--- config.mk ---
export PLATFORM = sky130hd
export DESIGN_NAME = buzz_arbiter
export DESIGN_NICKNAME = d
export VERILOG_FILES = /design/src/rtl/buzz_pkg.sv /design/src/rtl/buzz_priority.sv /design/src/rtl/buzz_bcd_timer.sv /design/src/rtl/buzz_round_fsm.sv /design/src/rtl/buzz_arbiter.sv
export SDC_FILE = /design/constraint.sdc
export NUM_CORES = 1
export LEC_CHECK = 0
export BUFFER_PORTS_ARGS = -buffer_cell sky130_fd_sc_hd__buf_2
export CORE_MARGIN = 2
export CORE_UTILIZATION = 57
export CTS_BUF_LIST = sky130_fd_sc_hd__clkbuf_2
export CTS_CLUSTER_DIAMETER = 120
export CTS_CLUSTER_SIZE = 20
export DETAILED_ROUTE_END_ITERATION = 6
export PLACE_DENSITY = 0.93
export SLEW_MARGIN = 10
export SYNTH_ARGS = -nofsm -noshare
export SYNTH_HDL_FRONTEND = slang
export SYNTH_SLANG_ARGS = --single-unit
--- constraint.sdc ---
create_clock -name clk -period 4 [get_ports clk]
set_input_delay 0.8 -clock clk [delete_from_list [all_inputs] [get_ports clk]]
set_output_delay 0.8 -clock clk [all_outputs]
set_load 0.02 [all_outputs]
--- src/rtl/buzz_pkg.sv ---
package buzz_pkg;
    parameter int NUM_SEATS = 4;
    parameter int DIGIT_W   = 4;
    parameter int START_TEN = 6;
    parameter int START_ONE = 0;

    typedef enum logic [1:0] {
        ST_IDLE   = 2'd0,
        ST_COUNT  = 2'd1,
        ST_LOCKED = 2'd2
    } round_state_t;
endpackage

--- src/rtl/buzz_priority.sv ---
module buzz_priority #(
    parameter int SEATS  = buzz_pkg::NUM_SEATS,
    parameter int CODE_W = buzz_pkg::DIGIT_W
) (
    input  logic [SEATS-1:0]  req_i,
    output logic              hit_o,
    output logic [CODE_W-1:0] code_o
);
    logic [SEATS-1:0] grant;

    // one-hot grant: a seat wins only when every lower seat is quiet
    generate
        for (genvar g = 0; g < SEATS; g++) begin : g_grant
            if (g == 0) begin : g_first
                assign grant[g] = req_i[g];
            end else begin : g_rest
                assign grant[g] = req_i[g] & ~(|req_i[g-1:0]);
            end
        end
    endgenerate

    always_comb begin
        code_o = '0;
        for (int s = 0; s < SEATS; s++) begin
            if (grant[s]) begin
                code_o = code_o | CODE_W'(s + 1);
            end
        end
    end

    assign hit_o = |req_i;
endmodule

--- src/rtl/buzz_bcd_timer.sv ---
module buzz_bcd_timer #(
    parameter int DW        = buzz_pkg::DIGIT_W,
    parameter int INIT_TEN  = buzz_pkg::START_TEN,
    parameter int INIT_ONE  = buzz_pkg::START_ONE
) (
    input  logic          clk,
    input  logic          rst_n,
    input  logic          reload_i,
    input  logic          step_i,
    output logic [DW-1:0] tens_o,
    output logic [DW-1:0] units_o,
    output logic          zero_o
);
    localparam logic [DW-1:0] TEN_LOAD = DW'(INIT_TEN);
    localparam logic [DW-1:0] ONE_LOAD = DW'(INIT_ONE);
    localparam logic [DW-1:0] ONE_TOP  = DW'(9);

    logic [DW-1:0] tens_q, units_q;

    always_ff @(posedge clk or negedge rst_n) begin
        if (!rst_n) begin
            tens_q  <= TEN_LOAD;
            units_q <= ONE_LOAD;
        end else if (reload_i) begin
            tens_q  <= TEN_LOAD;
            units_q <= ONE_LOAD;
        end else if (step_i) begin
            if (units_q == '0) begin
                units_q <= ONE_TOP;
                tens_q  <= tens_q - DW'(1);
            end else begin
                units_q <= units_q - DW'(1);
            end
        end
    end

    assign tens_o  = tens_q;
    assign units_o = units_q;
    assign zero_o  = (tens_q == '0) && (units_q == '0);
endmodule

--- src/rtl/buzz_round_fsm.sv ---
module buzz_round_fsm
    import buzz_pkg::*;
(
    input  logic         clk,
    input  logic         rst_n,
    input  logic         start_i,
    input  logic         tick_i,
    input  logic         hit_i,
    input  logic         zero_i,
    output round_state_t state_o,
    output logic         reload_o,
    output logic         step_o,
    output logic         capture_o
);
    round_state_t state_q, state_d;

    always_comb begin
        state_d = state_q;
        unique case (state_q)
            ST_IDLE: begin
                if (start_i) state_d = ST_COUNT;           // start
            end
            ST_COUNT: begin
                if (hit_i)                  state_d = ST_LOCKED; // buzz
                else if (tick_i && zero_i)  state_d = ST_IDLE;   // expire
            end
            ST_LOCKED: state_d = ST_LOCKED;                 // hold
            default:   state_d = ST_IDLE;
        endcase
    end

    always_ff @(posedge clk or negedge rst_n) begin
        if (!rst_n) state_q <= ST_IDLE;
        else        state_q <= state_d;
    end

    always_comb begin
        reload_o  = 1'b0;
        step_o    = 1'b0;
        capture_o = 1'b0;
        unique case (state_q)
            ST_COUNT: begin
                capture_o = hit_i;
                reload_o  = hit_i || (tick_i && zero_i);
                step_o    = !hit_i && tick_i && !zero_i;
            end
            default: ;
        endcase
    end

    assign state_o = state_q;
endmodule

--- src/rtl/buzz_arbiter.sv ---
module buzz_arbiter
    import buzz_pkg::*;
#(
    parameter int SEATS = NUM_SEATS,
    parameter int DW    = DIGIT_W
) (
    input  logic             clk,
    input  logic             rst_n,
    input  logic             start_i,
    input  logic             tick_i,
    input  logic [SEATS-1:0] btn_i,
    output logic [DW-1:0]    tens_o,
    output logic [DW-1:0]    units_o,
    output logic [DW-1:0]    code_o,
    output logic             locked_o,
    output logic             busy_o
);
    logic          hit, zero, reload, step, capture;
    logic [DW-1:0] prio_code, code_q;
    round_state_t  state;

    buzz_priority #(.SEATS(SEATS), .CODE_W(DW)) u_prio (
        .req_i  (btn_i),
        .hit_o  (hit),
        .code_o (prio_code)
    );

    buzz_round_fsm u_fsm (
        .clk       (clk),
        .rst_n     (rst_n),
        .start_i   (start_i),
        .tick_i    (tick_i),
        .hit_i     (hit),
        .zero_i    (zero),
        .state_o   (state),
        .reload_o  (reload),
        .step_o    (step),
        .capture_o (capture)
    );

    buzz_bcd_timer #(.DW(DW)) u_timer (
        .clk      (clk),
        .rst_n    (rst_n),
        .reload_i (reload),
        .step_i   (step),
        .tens_o   (tens_o),
        .units_o  (units_o),
        .zero_o   (zero)
    );

    always_ff @(posedge clk or negedge rst_n) begin
        if (!rst_n)       code_q <= '0;
        else if (capture) code_q <= prio_code;
    end

    assign code_o   = code_q;
    assign locked_o = (state == ST_LOCKED);
    assign busy_o   = (state == ST_COUNT);
endmodule

==> results.cfg <==
[hold_path]
hold_path.class = in -> async

[power]
p_sw_w = 0.000205
power.internal_w = 0.000272
vdd_drop_max_uv = 346
p_per_area_mw_per_mm2 = 530
sequentialPowerShare_pct = 40.6
comb_power_share_pct = 45.3
p_leak_nw = 0.439
clkPwrFrac_pct = 14.1
swShare_pct = 43.0

[cts]
cts_sinks = 13
clock_latency_ns = 0.26
cts_tree = built
cts_max_level = 1
cts_buffers = 3
cts_resized = 0
clkTransAtPathRegs_ns = 0.13
cts_hold_buffers = 0
post_cts_buffers = 0
cts_max_path_buffers = 2
cts.root.buffer_cell = clkbuf_2

[synth]
syn_avg_cell_area_um2 = 9.17
ys_ff_latch = 13
syn_inst = 86
yosysSeqAreaShare_pct = 41.6
yosysUniqueCellTypes = 37
synth_area_um2 = 788
syn_nets = 97
yosys_warnings = 0

[finish]
fillers = 111
n_antenna_cell = 0
nNetsFinal = 118
areaGrowthSynthToFinish_pct = 14.3
final_layout_size_suffix_gt1_share_pct = 29.2

[worst_setup_path]
cp_max_fo = 11
critPathLaunch = u_fsm.state_o[1]
worstPathRequired_ns = 3.20
crit_path_cell_trace = nand2b_1, inv_1, buf_2
crit_slowest_cell = dfrtp_1
reg2reg_slack_ns = 2.13
cp-start-kind = flip-flop
cp.arrival_ns = 1.34
r2r.worst_path.cells = 6
cp-end-kind = output port
endpoint = busy_o
timing.rr.start = u_timer.units_o[0]
r2r_end = u_timer.tens_o[2]
path_class = reg -> out
crit_path_max_incr_delay_ns = 0.42

[global_routing]
antenna_found_initial = 0
grt_pass1_vias = 607
grt.total_usage_pct = 22.0
grt_max_degree = 14
overflow = 0
grt_pass1_wl_um = 2440

[route]
drc = 0
drtIter0Drc = 21
num_vias = 721
routed_wl_um = 1590
vias_per_cell = 5.96
ant_nets = 0
wl_per_cell_um = 13.2
drtPass1Iterations = 4

[timing]
fin_crit_sh_pct = 53.6
slew-limit-headroom_pct = 63.8
rsz0062_at_grt = no
clock_skew_ns = 0.0143
clock.fmax_mhz = 467
period_minus_slack_ns = 2.14
final_max_slew_viol_count = 0
hold_viol = 0
worst_pin_slew_ns = 0.542
setup_viol = 0
holdWs_ns = 0.391
setup_ws_ns = 1.86
setup_tns_ns = 0

[place]
dp_hpwl_um = 1200
pre_cts_ws_ns = 1.88
place_congestion = 0.889
portBuffers = 20

[floorplanning]
dieWidth_um = 41.2
initial_utilization_pct = 60.6
die_h_um = 41.2
die_area_mm2 = 0.00170
core_mm2 = 0.00130
ios = 22
rows = 13

[job]
drv_cap = 0

[status]
status = finished, final reports clean
## flip-flops by register name (all words and copies together) (netlist names)
| name | cells |
|---|---|
| u_fsm.state_o | 2 |
| u_timer.tens_o | 4 |
| code_o | 3 |
| u_timer.units_o | 4 |
## power groups by stage
| stage | Clock, W | Combinational, W | Sequential (W) |
|---|---|---|---|
| after global routing | 0.0000798 | 0.000237 | 0.000197 |
| after CTS | 0.0000690 | 0.000217 | 0.000193 |
| after global placement | 0 | 0.000210 | 0.000193 |
| after detailed placement | 0 | 0.000215 | 0.000195 |
| final | 0.0000672 | 0.000216 | 0.000194 |
| after floorplan | 0 | 0.000128 | 0.000220 |
## per-stage QoR
stage	instances	util, %	instance area (um^2)	power [W]
after floorplan	86	-	788	0.000348
after global placement	117	67.7	881	0.000403
after detailed placement	117	67.7	881	0.000410
after CTS	121	69.2	901	0.000479
after global routing	121	69.2	901	0.000514
final	121	69.2	901	0.000477
## placed cells by master, fill, tap and decap left out, drive strengths merged, types with 2 or more instances in the layout
cell,Yosys,routed
nand3b,2,2
nor4,3,3
nor2,2,2
dfstp,2,2
dfrtp,11,11
nand2,12,12
buf,2,20
nand2b,3,3
a21oi,7,7
clkbuf,2,4
o21ai,9,9
ha,3,3
inv,6,6
nand3,2,2
or3,2,2
## final cells by class
cell class	instances	area, um^2	area share, %
sequential	13	328	36.4
inverter	6	22.5	2.50
timing repair buffer	20	100	11.1
multi-input combinational	63	412	45.7
tap	15	18.8	2.08
clock buffer	4	20.0	2.22
## cell families (layout without fill, tap and decap cells)
logic type,after synthesis,after routing,share of synthesized area [%]
flops,13,13,41.6
fa+ha+maj,3,3,4.76
simple gates,33,33,26.5
buf+inv,10,30,6.19
compound gates,25,25,19.2
mux,1,1,1.27
other cells,1,1,0.476
## routing by layer
layer | wire [um] | vias to the layer above | global-route usage (%)
met5 | 0 | - | 0
met3 | 74 | 2 | 3.26
met1 | 732 | 344 | 26.8
met4 | 14 | 0 | 9.68
li1 | - | 355 | -
met2 | 770 | 20 | 37.9
## synthesized netlist by cell type
master	instances	area (um^2)
a2111oi_0	1	8.76
a211oi_1	1	7.51
a21o_1	1	7.51
a21oi_1	7	35.0
a22oi_1	1	7.51
and4bb_2	1	12.5
buf_4	1	7.51
buf_6	1	11.3
clkbuf_1	2	7.51
conb_1	1	3.75
dfrtp_1	11	275
dfstp_2	2	52.6
ha_1	3	37.5
inv_1	6	22.5
mux2i_1	1	10.0
nand2_1	12	45.0
nand2b_1	3	18.8
nand3_1	2	10.0
nand3b_1	2	15.0
nor2_1	2	7.51
nor2b_1	1	6.26
nor3b_1	1	7.51
nor4_1	2	12.5
nor4_4	1	21.3
nor4b_1	1	8.76
nor4bb_1	1	10.0
o211ai_1	1	7.51
o21ai_0	8	40.0
o21ai_1	1	5.00
o22ai_1	1	6.26
o31a_1	1	8.76
o31ai_1	1	7.51
o32a_1	1	10.0
or3_1	1	6.26
or3_2	1	7.51
or3b_2	1	8.76
or4_4	1	11.3
## how the worst min path moves through the flow
stage | endpoint | slack (ns) | depth (start not counted)
after floorplan | u_fsm.state_o[0] | 0.42 | 1
after global placement | u_fsm.state_o[0] | 0.45 | 1
after detailed placement | u_fsm.state_o[0] | 0.46 | 1
after CTS | u_timer.units_o[3] | 0.40 | 1
after global routing | u_timer.units_o[3] | 0.37 | 1
final | u_timer.units_o[3] | 0.39 | 1
## critical path: cells and delay by family, from the launching register on
| kind | cells | cell delay, ns |
|---|---|---|
| buffers and inverters | 2 | 0.48 |
| flip-flops | 1 | 0.42 |
| AND/OR/NAND/NOR | 1 | 0.19 |
Note: power is estimated with default switching activity, not from simulation.
